### src/rtl/freqm_pkg.sv
package freqm_pkg;
  typedef enum logic [1:0] {
    GATE_IDLE = 2'd0,
    GATE_OPEN = 2'd1,
    GATE_DONE = 2'd2
  } gate_state_t;
endpackage

### src/rtl/freqm_sync.sv
// Brings the test signal into the reference domain and flags its rising edges.
module freqm_sync #(
  parameter int STAGES = 2
) (
  input  logic clk,
  input  logic rst,
  input  logic sig_in,
  output logic rise
);
  localparam int TOP = STAGES;

  logic [TOP:0] shift_q;

  always_ff @(posedge clk) begin
    if (rst) shift_q <= '0;
    else     shift_q <= {shift_q[TOP-1:0], sig_in};
  end

  // shift_q[TOP-1] is the last synchronized sample; shift_q[TOP] is one older
  assign rise = shift_q[TOP-1] & ~shift_q[TOP];
endmodule

### src/rtl/freqm_gate.sv
// Effective gate: opens and closes only on synchronized test edges.
module freqm_gate
  import freqm_pkg::*;
(
  input  logic clk,
  input  logic rst,
  input  logic clr_n,
  input  logic gate_req,
  input  logic rise,
  output logic gate_open,
  output logic done
);
  gate_state_t state_q, state_d;

  always_comb begin
    state_d = state_q;
    unique case (state_q)
      GATE_IDLE: if (gate_req && rise)  state_d = GATE_OPEN;
      GATE_OPEN: if (!gate_req && rise) state_d = GATE_DONE;
      GATE_DONE: state_d = GATE_DONE;
      default:   state_d = GATE_IDLE;
    endcase
    if (!clr_n) state_d = GATE_IDLE;
  end

  always_ff @(posedge clk) begin
    if (rst) begin
      state_q <= GATE_IDLE;
      done    <= 1'b0;
    end else begin
      state_q <= state_d;
      done    <= (state_d == GATE_DONE);
    end
  end

  assign gate_open = (state_q == GATE_OPEN);
endmodule

### src/rtl/freqm_counter.sv
// Saturating up-counter with a synchronous clear.
module freqm_counter #(
  parameter int CNT_W = 32
) (
  input  logic             clk,
  input  logic             rst,
  input  logic             clr_n,
  input  logic             en,
  output logic [CNT_W-1:0] cnt
);
  localparam logic [CNT_W-1:0] FULL = {CNT_W{1'b1}};

  always_ff @(posedge clk) begin
    if (rst || !clr_n)         cnt <= '0;
    else if (en && cnt != FULL) cnt <= cnt + 1'b1;
  end
endmodule

### src/rtl/freqm_core.sv
module freqm_core #(
  parameter int CNT_W       = 32,
  parameter int SYNC_STAGES = 2
) (
  input  logic             clk,
  input  logic             rst,
  input  logic             sig_in,
  input  logic             gate_req,
  input  logic             clr_n,
  output logic [CNT_W-1:0] ref_count,
  output logic [CNT_W-1:0] sig_count,
  output logic             done
);
  logic rise;
  logic gate_open;

  freqm_sync #(.STAGES(SYNC_STAGES)) u_sync (
    .clk(clk), .rst(rst), .sig_in(sig_in), .rise(rise)
  );

  freqm_gate u_gate (
    .clk(clk), .rst(rst), .clr_n(clr_n), .gate_req(gate_req),
    .rise(rise), .gate_open(gate_open), .done(done)
  );

  freqm_counter #(.CNT_W(CNT_W)) u_ref_cnt (
    .clk(clk), .rst(rst), .clr_n(clr_n), .en(gate_open), .cnt(ref_count)
  );

  freqm_counter #(.CNT_W(CNT_W)) u_sig_cnt (
    .clk(clk), .rst(rst), .clr_n(clr_n), .en(gate_open && rise), .cnt(sig_count)
  );
endmodule

### config.mk
export PLATFORM = sky130hd
export DESIGN_NAME = freqm_core
export DESIGN_NICKNAME = d
export VERILOG_FILES = /design/src/rtl/freqm_pkg.sv /design/src/rtl/freqm_sync.sv /design/src/rtl/freqm_gate.sv /design/src/rtl/freqm_counter.sv /design/src/rtl/freqm_core.sv
export SDC_FILE = /design/constraint.sdc
export NUM_CORES = 1
export LEC_CHECK = 0
export ABC_AREA = 1
export CELL_PAD_IN_SITES_DETAIL_PLACEMENT = 1
export CELL_PAD_IN_SITES_GLOBAL_PLACEMENT = 1
export CORE_MARGIN = 1
export CORE_UTILIZATION = 35
export DETAILED_ROUTE_END_ITERATION = 8
export DONT_BUFFER_PORTS = 1
export GPL_TIMING_DRIVEN = 0
export PLACE_DENSITY = 0.68
export SYNTH_ARGS = -nofsm -noshare
export SYNTH_HDL_FRONTEND = slang
export SYNTH_SLANG_ARGS = --single-unit
### constraint.sdc
create_clock -name clk -period 3 [get_ports clk]
set_input_delay 0.3 -clock clk [delete_from_list [all_inputs] [get_ports clk]]
set_output_delay 0.3 -clock clk [all_outputs]
set_load 0.03 [all_outputs]
==> results of run 1 <==
==> layout make-up <==
cell class | instances | area, um^2
inverter | 68 | 255
clock inverter | 1 | 5.00
clock buffer | 14 | 264
sequential | 70 | 1400
tap | 143 | 179
buffer | 17 | 129
fill | 1545 | 6840
multi-input combinational | 519 | 2290
==> synthesized netlist by cell type, types with 7 or more instances <==
| master | count |
|---|---|
| nand2_1 | 184 |
| nor2_1 | 165 |
| dfxtp_1 | 70 |
| inv_1 | 66 |
| nand3_1 | 51 |
| a21oi_1 | 44 |
| nand4_1 | 16 |
| o21ai_0 | 10 |
| nor2_2 | 9 |
| nor3_1 | 8 |
| buf_2 | 7 |
| buf_6 | 7 |
==> worst reg2reg max path: cells and delay by family, from the launching register on <==
kind	cells	cell delay [ns]
buffers and inverters	3	0.47
AND/OR/NAND/NOR	5	0.59
flip-flops	1	0.60
AO/OA/AOI/OAI	1	0.16
adder cells (fa/ha/maj)	1	0.27
==> sequential cells by signal (all words and copies together) (netlist names) <==
register	cells
u_gate.done	1
u_gate.state_q	2
u_ref_cnt.cnt	32
u_sig_cnt.cnt	32
u_sync.shift_q	3
==> kinds of logic after synthesis <==
family	after synthesis	share of synthesized area, %
and+or+nand+nor	454	47.3
AOI/OAI and AO/OA	59	7.46
xor gates and xnor gates	4	0.859
adders and majority gates	2	0.614
buffers and inverters	85	9.42
DFF	70	34.4
==> through the flow <==
step / std cells / total power, W / worst slack [ns] / hold WS (ns) / util (%)
6_report: 832 / 0.00198 / 0.802 / 0.0168 / 39.8
4_1_cts: 832 / 0.00202 / 0.796 / 0.00538 / 39.8
5_1_grt: 832 / 0.00205 / 0.606 / 0.00840 / 39.8
3_3_place_gp: 817 / 0.000997 / 0.854 / 0.373 / 37.4
3_5_place_dp: 817 / 0.00100 / 0.799 / 0.374 / 37.4
2_1_floorplan: 674 / 0.000986 / 1.16 / 0.371 / -
==> routing by layer <==
metal / up-vias / track usage [%] / wire (um)
li1: 2158 / - / -
met5: - / 0 / 0
met2: 84 / 43.6 / 6760
met3: 27 / 7.53 / 719
met1: 2049 / 24.6 / 5530
met4: 0 / 11.1 / 382
==> how the worst max path moves through the flow <==
stage / startpoint / endpoint / slack [ns] / cells after the start
after floorplan: u_ref_cnt.cnt[0] / u_ref_cnt.cnt[19] / 1.16 / 10
final: u_ref_cnt.cnt[0] / u_ref_cnt.cnt[25] / 0.80 / 10
after global routing: u_sig_cnt.cnt[0] / u_sig_cnt.cnt[27] / 0.61 / 9
after detailed placement: u_ref_cnt.cnt[0] / u_ref_cnt.cnt[25] / 0.80 / 10
after global placement: u_ref_cnt.cnt[0] / u_ref_cnt.cnt[27] / 0.85 / 10
after CTS: u_ref_cnt.cnt[0] / u_ref_cnt.cnt[25] / 0.80 / 10
==> power groups by stage <==
stage	clock network [W]	registers, W	logic [W]
final	0.00100	0.000934	0.0000450
after global routing	0.00106	0.000933	0.0000517
after CTS	0.00104	0.000933	0.0000461
after detailed placement	0	0.000954	0.0000459
after global placement	0	0.000954	0.0000436
after floorplan	0	0.000953	0.0000320
==> impl_metrics.ini, run 1 <==
[drt]
wl_per_cell_um = 16.1
wirelength_mm = 13.4
ant_nets = 0
vias_per_cell = 5.19
drt-initial-drc-count = 159
drcViolationCount = 0
vias = 4318
first_pass_iters = 6

[clocking]
clockBufferDepth = 2
cts.htree.levels = 3
clockRootBuffer = clkbuf_16
cts_buffers = 9
numClockSinks = 70
cts_tree = done
clk_pin_slew_worst_paths_ns = 0.05
cts_resized = 0
post-cts-setup-buffers = 0
insertion_delay_ns = 0.35
cts-hold-fix-buffers = 0

[final_layout]
fin_area_um2 = 4530
final_cell_mix = nand2_1, nor2_1, dfxtp_1, inv_1, nand3_1
diodes = 0
layout_commonest_cell = nand2_1
final_layout_size_suffix_gt1_share_pct = 7.40
layout.nets = 692
syn_to_final_growth_pct = 11.0

[worst_setup_path]
worstPathBufferInverterCount = 3
crit_path_end_kind = flip-flop
startpoint_type = flip-flop
worst_ep_arrival_time_ns = 2.44
cp_top_family = flip-flops
critical_path_required_ns = 3.24
crit_path_max_incr_delay_ns = 0.60
reg2regPathDepth = 10
cpMostUsedCell = buf_6
worstPathCellList = ha_1 -> nand3_1 -> inv_1 -> nand2_1 -> nor2_2 -> nand3_2 -> buf_6 -> buf_6 -> a21oi_1 -> nor2_1
timing.rr.end = u_ref_cnt.cnt[25]
r2r-start = u_ref_cnt.cnt[0]
regToRegSetupSlack_ns = 0.80
crit_fanout = 10
path_class = reg -> reg
crit_slowest_cell = dfxtp_1

[power_and_ir_drop]
comb_power_share_pct = 2.3
switchingPower_w = 0.000438
peakVddDrop_v = 0.000243
power_frac_clock_pct = 50.6
swShare_pct = 22.1
p_int_w = 0.00154
leakage_nw = 1.51
power_density_nw_per_um2 = 438
pwr-share-seq_pct = 47.1

[placed_design]
placed_cell_area_um2 = 4260
dp_hpwl_mm = 10.5
gp_congestion = 0.842
portBuffers = 0

[sta]
fin_crit_ns = 2.20
finalHoldViolations = 0
setup_tns_ns = 0
timing.final.crit_share_pct = 73.3
maxSlewViolCount = 0
fin_skew_ns = 0.00583
tightest_slew_ns = 0.580
grt_setup_unrepaired = no
slew_headroom_pct = 61.3
finalSetupViolations = 0
max_freq_mhz = 455

[logic_synthesis]
synth_edf_count = 0
netlist.area_leader.share_pct = 34.4
syn_avg_cell_area_um2 = 6.05
synth_seq_area_share_pct = 34.4
synth-warning-count = 0
ys_top_cells_by_area = dfxtp_1, nand2_1, nor2_1, nand3_1, inv_1
synthFlopType = dfxtp_1
synth_cells = 674
syn_area_um2 = 4080
synth_nets = 681
synthArstFlopShare_pct = 0
ys_seq_elements = 70
synth_top_area_cell = dfxtp_1
synth_cell_types = 29

[floorplan]
die-height_um = 110
core_area_um2 = 11400
start_util_pct = 35.9
die-area_um2 = 12100
rows = 39
boundaryPins = 70
die_width_um = 110

[flow_run]
cap_violations = 0

[grt]
grt.overflow.total = 0
track_usage_pct = 23.9
antenna_found_initial = 0
grt_max_degree = 11
grt_first_pass_wirelength_mm = 21.5
grt_pass1_vias = 4350

[worst_hold_path]
min_from = rst
whs_path_depth = 1
whs_endpoint = u_sync.shift_q[0]
hold_class = in -> reg

[status]
status = complete, no violations
No activity file was read; power rests on OpenSTA's default activity.
==> run 2: changes to the inputs <==
--- a/config.mk
+++ b/config.mk
@@ -13,7 +13,7 @@
 export DETAILED_ROUTE_END_ITERATION = 8
 export DONT_BUFFER_PORTS = 1
 export GPL_TIMING_DRIVEN = 0
-export PLACE_DENSITY = 0.68
+export PLACE_DENSITY = 0.71
 export SYNTH_ARGS = -nofsm -noshare
 export SYNTH_HDL_FRONTEND = slang
 export SYNTH_SLANG_ARGS = --single-unit
==> constraint.sdc (replaced) <==
create_clock -name clk -period 1.77 [get_ports clk]
set_input_delay 0.177 -clock clk [delete_from_list [all_inputs] [get_ports clk]]
set_output_delay 0.177 -clock clk [all_outputs]
set_load 0.03 [all_outputs]
==> run 2 against run 1 <==
Net effect:
- final area is 16% higher
- sequential power up 62%
- clock skew increased by 0.0024 ns
- register-to-register slack worse by 0.77 ns
- clock-buffer cell count did not move
- critical path type unchanged
==> impl_metrics.ini, run 2 (synthesized netlist as in run 1, its figures left out) <==
[status]
status = complete, no violations

[worst_hold_path]
min_from = gate_req
hold_class = in -> reg
whs_endpoint = u_gate.state_q[1]
whs_path_depth = 3

[sta]
fin_crit_ns = 1.74
finalSetupViolations = 0
grt_setup_unrepaired = yes
finalHoldViolations = 0
tightest_slew_ns = 0.508
fin_skew_ns = 0.00819
maxSlewViolCount = 0
timing.final.crit_share_pct = 98.5
max_freq_mhz = 574
setup_tns_ns = 0
slew_headroom_pct = 66.1

[grt]
antenna_found_initial = 0
grt.overflow.total = 0
busiest_layer = met2
track_usage_pct = 23.9
use_met3_pct = 5.99
grt_pass1_vias = 4397
met2_usage_pct = 43.6
use_met1_pct = 26.2
grt_max_degree = 11
grt_first_pass_wirelength_mm = 21.7

[clocking]
clockRootBuffer = clkbuf_16
cts_buffers = 9
insertion_delay_ns = 0.34
clk_pin_slew_worst_paths_ns = 0.06
numClockSinks = 70
cts.htree.levels = 3
clockBufferDepth = 2
cts_tree = done

[drt]
drt-initial-drc-count = 136
wirelength_mm = 14.4
vias_per_cell = 5.19
first_pass_iters = 4
wl_per_cell_um = 17.1
ant_nets = 0
drcViolationCount = 0
vias = 4378

[worst_setup_path]
r2r-start = u_ref_cnt.cnt[0]
worst_ep_arrival_time_ns = 1.97
cp-startpoint = u_ref_cnt.cnt[0]
cp_top_family = simple AND/OR/NAND/NOR gates
crit_path_end_kind = flip-flop
critical_path_required_ns = 2.00
path_class = reg -> reg
crit_fanout = 10
worstPathCellList = ha_4 -> nand3_4 -> inv_4 -> nand2_4 -> nor2_4 -> nand3_2 -> buf_12 -> buf_12 -> a21oi_2 -> nor2_1
crit_slowest_cell = dfxtp_4
worstPathBufferInverterCount = 3
reg2regPathDepth = 10
cpMostUsedCell = buf_12
timing.rr.end = u_ref_cnt.cnt[27]
crit_path_max_incr_delay_ns = 0.44
regToRegSetupSlack_ns = 0.03
startpoint_type = flip-flop

[final_layout]
top_regs = u_ref_cnt.cnt: 32 flops, u_sig_cnt.cnt: 32 flops, u_sync.shift_q: 3 flops
layout.nets = 703
syn_to_final_growth_pct = 29.2
final_cell_mix = nand2_1, nor2_1, inv_1, dfxtp_4, nand3_1
fillers = 1472
final_layout_size_suffix_gt1_share_pct = 27.0
diodes = 0
layout_commonest_cell = nand2_1

[power_and_ir_drop]
leakage_nw = 1.76
peakVddDrop_v = 0.000390
p_total_w = 0.00330
power_density_nw_per_um2 = 626

[placed_design]
dp_hpwl_mm = 10.5
gp_congestion = 0.858
portBuffers = 0

[flow_run]
cap_violations = 0

[floorplan]
core_area_um2 = 11400
die_width_um = 110
die-height_um = 110
boundaryPins = 70
start_util_pct = 35.9
rows = 39
die-area_um2 = 12100
-- run 2: changes by cell type in the layout (fill, tap and decap cells not counted), moves of 7 or more --
cell	before	now
nor2_4	1	12
nand2_1	184	176
nand3_1	51	44
nor2_2	9	21
a21oi_1	44	23
dfxtp_1	70	7
dfxtp_4	0	45
a21oi_2	0	17
nor2_1	165	142
dfxtp_2	0	18
-- run 2: worst max path at each step --
stage                         to  slack [ns]  cells after the start
6_report       u_ref_cnt.cnt[27]        0.03                     10
5_1_grt        u_ref_cnt.cnt[20]       -0.09                     10
4_1_cts        u_sig_cnt.cnt[23]       0.002                      9
3_5_place_dp   u_sig_cnt.cnt[27]       -0.32                      9
3_3_place_gp   u_sig_cnt.cnt[27]       -0.27                      9
2_1_floorplan  u_ref_cnt.cnt[19]        0.07                     10
-- run 2: where the power goes --
| group | internal [W] | leakage (nW) | switching [W] | total [W] |
|---|---|---|---|---|
| clock | 0.00102 | 0.133 | 0.000681 | 0.00170 |
| combinational | 0.0000273 | 1.02 | 0.0000608 | 0.0000881 |
| sequential | 0.00151 | 0.610 | 0.00000328 | 0.00151 |
| total | 0.00255 | 1.76 | 0.000745 | 0.00330 |
-- run 2: area by class of cell --
cell class | instances | area, um^2 | share of cell area, %
multi-input combinational | 519 | 2650 | 50.4
tap | 143 | 179 | 3.40
buffer | 17 | 183 | 3.47
timing repair buffer | 11 | 135 | 2.56
inverter | 68 | 258 | 4.89
clock inverter | 1 | 5.00 | 0.0950
clock buffer | 14 | 264 | 5.01
sequential | 70 | 1590 | 30.2
-- run 2: stage by stage --
step | instance area, um^2 | std cells | utilization, % | hold slack [ns] | worst slack [ns]
floorplan | 4080 | 674 | - | 0.248 | 0.0676
global placement | 4260 | 817 | 37.5 | 0.251 | -0.266
detailed placement | 4260 | 817 | 37.5 | 0.252 | -0.322
CTS | 4710 | 835 | 41.5 | 0.0499 | 0.00231
global route | 5270 | 843 | 46.4 | 0.0659 | -0.0855
finish | 5270 | 843 | 46.4 | 0.0597 | 0.0272
-- run 2: per-layer routing --
layer	up-vias	part of all wire, %
met5	-	0
met4	0	1.6
met3	12	4.9
met2	70	52
met1	2106	41
li1	2190	-
-- run 2: what timing repair did --
action                     in CTS  in global routing
cloned                          0                  3
resized for setup              81                131
hold endpoints to repair        4                  0
setup endpoints to repair      62                 62
pin swaps                       3                 22
buffers inserted                0                  5
hold buffers                    3                  0
-- run 2: worst register-to-register path, cell delays in order (launching register included) --
cell	delay [ns]
dfxtp_4	0.44
ha_4	0.17
nand3_4	0.09
inv_4	0.09
nand2_4	0.05
nor2_4	0.15
nand3_2	0.12
buf_12	0.17
buf_12	0.15
a21oi_2	0.15
nor2_1	0.06
==> run 3: changes to the inputs <==
--- a/config.mk
+++ b/config.mk
@@ -16,4 +16,6 @@
 export PLACE_DENSITY = 0.71
 export SYNTH_ARGS = -nofsm -noshare
 export SYNTH_HDL_FRONTEND = slang
+export SYNTH_HIERARCHICAL = 1
 export SYNTH_SLANG_ARGS = --single-unit
+export TNS_END_PERCENT = 50
==> run 3 against run 2 <==
Net effect:
- combinational power rose by 4.0%
- register-to-register slack got worse by 0.05 ns
- clock skew rose by 0.0034 ns
- area after synthesis rose by 7.7%
- critical path type unchanged
- final cell count rose by 10%
- sequential power barely moved
- largest power group unchanged
- the flow now finishes with violations (negative setup slack)
- first-iteration DRC count rose by 71%
- power rose by 7.2%
==> impl_metrics.ini, run 3 <==
[logic_synthesis]
syn_area_um2 = 4390
ys_seq_elements = 70
synth_cells = 729
synth_top_area_cell = dfxtp_1
synth_xor_xnor_area_share_pct = 0.399
synthFlopType = dfxtp_1
synth_edf_count = 0
synth_compound_area_share_pct = 6.21
syn_avg_cell_area_um2 = 6.02
synth-warning-count = 6
synth_nets = 736
synthAdderAreaFrac_pct = 0.570
synth_mux_area_share_pct = 0
synth.most_common_cell = nand2_1
netlist.area_leader.share_pct = 31.9
synthArstFlopShare_pct = 0
synth_top_family_by_area = simple AND/OR/NAND/NOR gates
ys_top_cells_by_area = dfxtp_1, nand2_1, nor2_1, nand3_1, inv_1
yosys.area_share.simple_pct = 50.9
synth_cell_types = 27
synth_seq_area_share_pct = 31.9
synthTopCellsByCount = nand2_1, nor2_1, inv_1, dfxtp_1, nand3_1

[drt]
met3_wirelength_um = 720
vias = 4827
met1_length_mm = 6.39
wirelength_mm = 16.0
top_layer_used = met4
ant_nets = 0
routed-wl-met2_mm = 8.50
drcViolationCount = 0
drt-initial-drc-count = 233
vias_per_cell = 5.20
first_pass_iters = 4
wl_per_cell_um = 17.2

[power_and_ir_drop]
leakage_nw = 2.09
peakVddDrop_v = 0.000279
power_density_nw_per_um2 = 630

[placed_design]
dp_hpwl_mm = 11.6
portBuffers = 0
placed_cell_area_um2 = 4610
gp_congestion = 0.881
dp_cells = 897

[worst_setup_path]
r2r-start = u_sig_cnt/cnt[17]
worst_ep_arrival_time_ns = 2.05
startpoint_type = flip-flop
cp-startpoint = u_sig_cnt/cnt[17]
path_class = reg -> reg
regToRegSetupSlack_ns = -0.03
critical_path_required_ns = 2.02
crit_path_end_kind = flip-flop
crit_fanout = 6

[floorplan]
die-height_um = 114
boundaryPins = 70
rows = 40
die_width_um = 114
die-area_um2 = 13000
core_area_um2 = 12100
start_util_pct = 36.3

[clocking]
clockBufferDepth = 2
numClockSinks = 70
cts.htree.levels = 3
clockRootBuffer = clkbuf_16
clk_pin_slew_worst_paths_ns = 0.06
cts_buffers = 9
insertion_delay_ns = 0.35
cts_tree = done

[final_layout]
top_regs = u_ref_cnt/cnt: 32 flops, u_sig_cnt/cnt: 32 flops, u_sync/shift_q: 3 flops
syn_to_final_growth_pct = 27.7
final_layout_size_suffix_gt1_share_pct = 25.8
fin_util_pct = 46.3
layout.nets = 762
diodes = 0
layout_commonest_cell = nand2_1
fin_area_um2 = 5610
final_cell_count_no_fill = 928
final_cell_mix = nand2_1, nor2_1, inv_1, nand3_1, dfxtp_4

[sta]
maxSlewViolCount = 0
grt_setup_unrepaired = yes
finalHoldViolations = 0
tightest_slew_ns = 1.03
slew_headroom_pct = 30.8
finalSetupViolations = 3
max_freq_mhz = 557
fin_crit_ns = 1.80
hold_ws_ns = 0.0108
setup_tns_ns = -0.0405
fin_skew_ns = 0.0116
layout_setup_ws_ns = -0.0266
timing.final.crit_share_pct = 102

[grt]
track_usage_pct = 24.8
grt_pass1_vias = 4949
grt.overflow.total = 0
antenna_found_initial = 0
grt_max_degree = 12
grt_first_pass_wirelength_mm = 25.0

[status]
status = finished with violations
failed_checks = negative setup slack

[flow_run]
cap_violations = 0

[worst_hold_path]
min_from = rst
hold_class = in -> reg
-- run 3: changes by cell type in the layout (fill, tap and decap cells not counted), sizes merged, moves of 2 or more --
cell    delta
a21oi      -2
nand4     +10
inv       +16
nor2       -3
a31oi      +3
nand2     +32
o21ai      -8
or2        +3
buf        +4
and2       -3
o21bai     -2
nand3     +13
-- run 3: path summary, 6_finish.rpt --
| check | to | depth (start not counted) |
|---|---|---|
| hold / removal | u_gate/state_q[1] | 2 |
| hold reg to reg | u_sync/shift_q[1] | 2 |
| setup / recovery | u_sig_cnt/cnt[10] | 9 |
| setup reg to reg | u_sig_cnt/cnt[10] | 9 |
-- run 3: worst max-delay path, cell delays in order, from the launching register on --
cell     delay, ns
dfxtp_4       0.43
nand2_1       0.13
nor2_1        0.18
nand2_1       0.15
nor2_2        0.18
nand2_4       0.14
buf_8         0.18
nand2_8       0.08
nand2_1       0.07
a21oi_2       0.15
-- run 3: what timing repair did --
item                       in CTS  in global routing
hold buffers                    2                  0
setup endpoints to repair      64                 63
cloned                          0                  3
setup buffers                   2                  8
pin swaps                       2                 18
hold endpoints to repair        4                  0
resized for setup              89                103
-- run 3: final cells by class --
cell class / instances / area, um^2
plain buffers: 18 / 169
clock buffers: 13 / 280
clock inverters: 3 / 40.0
fillers: 1603 / 6500
inverters: 84 / 323
multi-input cells: 557 / 2800
flip-flops and latches: 70 / 1610
well taps: 168 / 210
repair buffers: 15 / 183
-- run 3: metrics by stage --
stage                     setup slack (ns)  power [W]
after floorplan                      0.130    0.00167
after global placement              -0.275    0.00169
after detailed placement            -0.325    0.00170
after CTS                          0.00110    0.00364
after global routing               -0.0976    0.00367
final                              -0.0266    0.00354
-- run 3: cell families after synthesis --
| family | Yosys count |
|---|---|
| XOR/XNOR | 2 |
| buffers and inverters | 102 |
| AND/OR/NAND/NOR | 503 |
| adder cells (fa/ha/maj) | 2 |
| AO/OA/AOI/OAI | 50 |
| flip-flops | 70 |
-- run 3: power breakdown --
part,internal (W),leakage [nW],switching [W]
Clock,0.00124,0.162,0.000700
Combinational,0.0000264,1.32,0.0000652
Sequential,0.00150,0.612,0.00000204
-- run 3: per-layer routing --
layer | track usage [%] | up-vias
li1 | - | 2365
met1 | 26.4 | 2339
met2 | 46.9 | 97
met3 | 4.89 | 26
met4 | 11.1 | 0
met5 | 0 | -
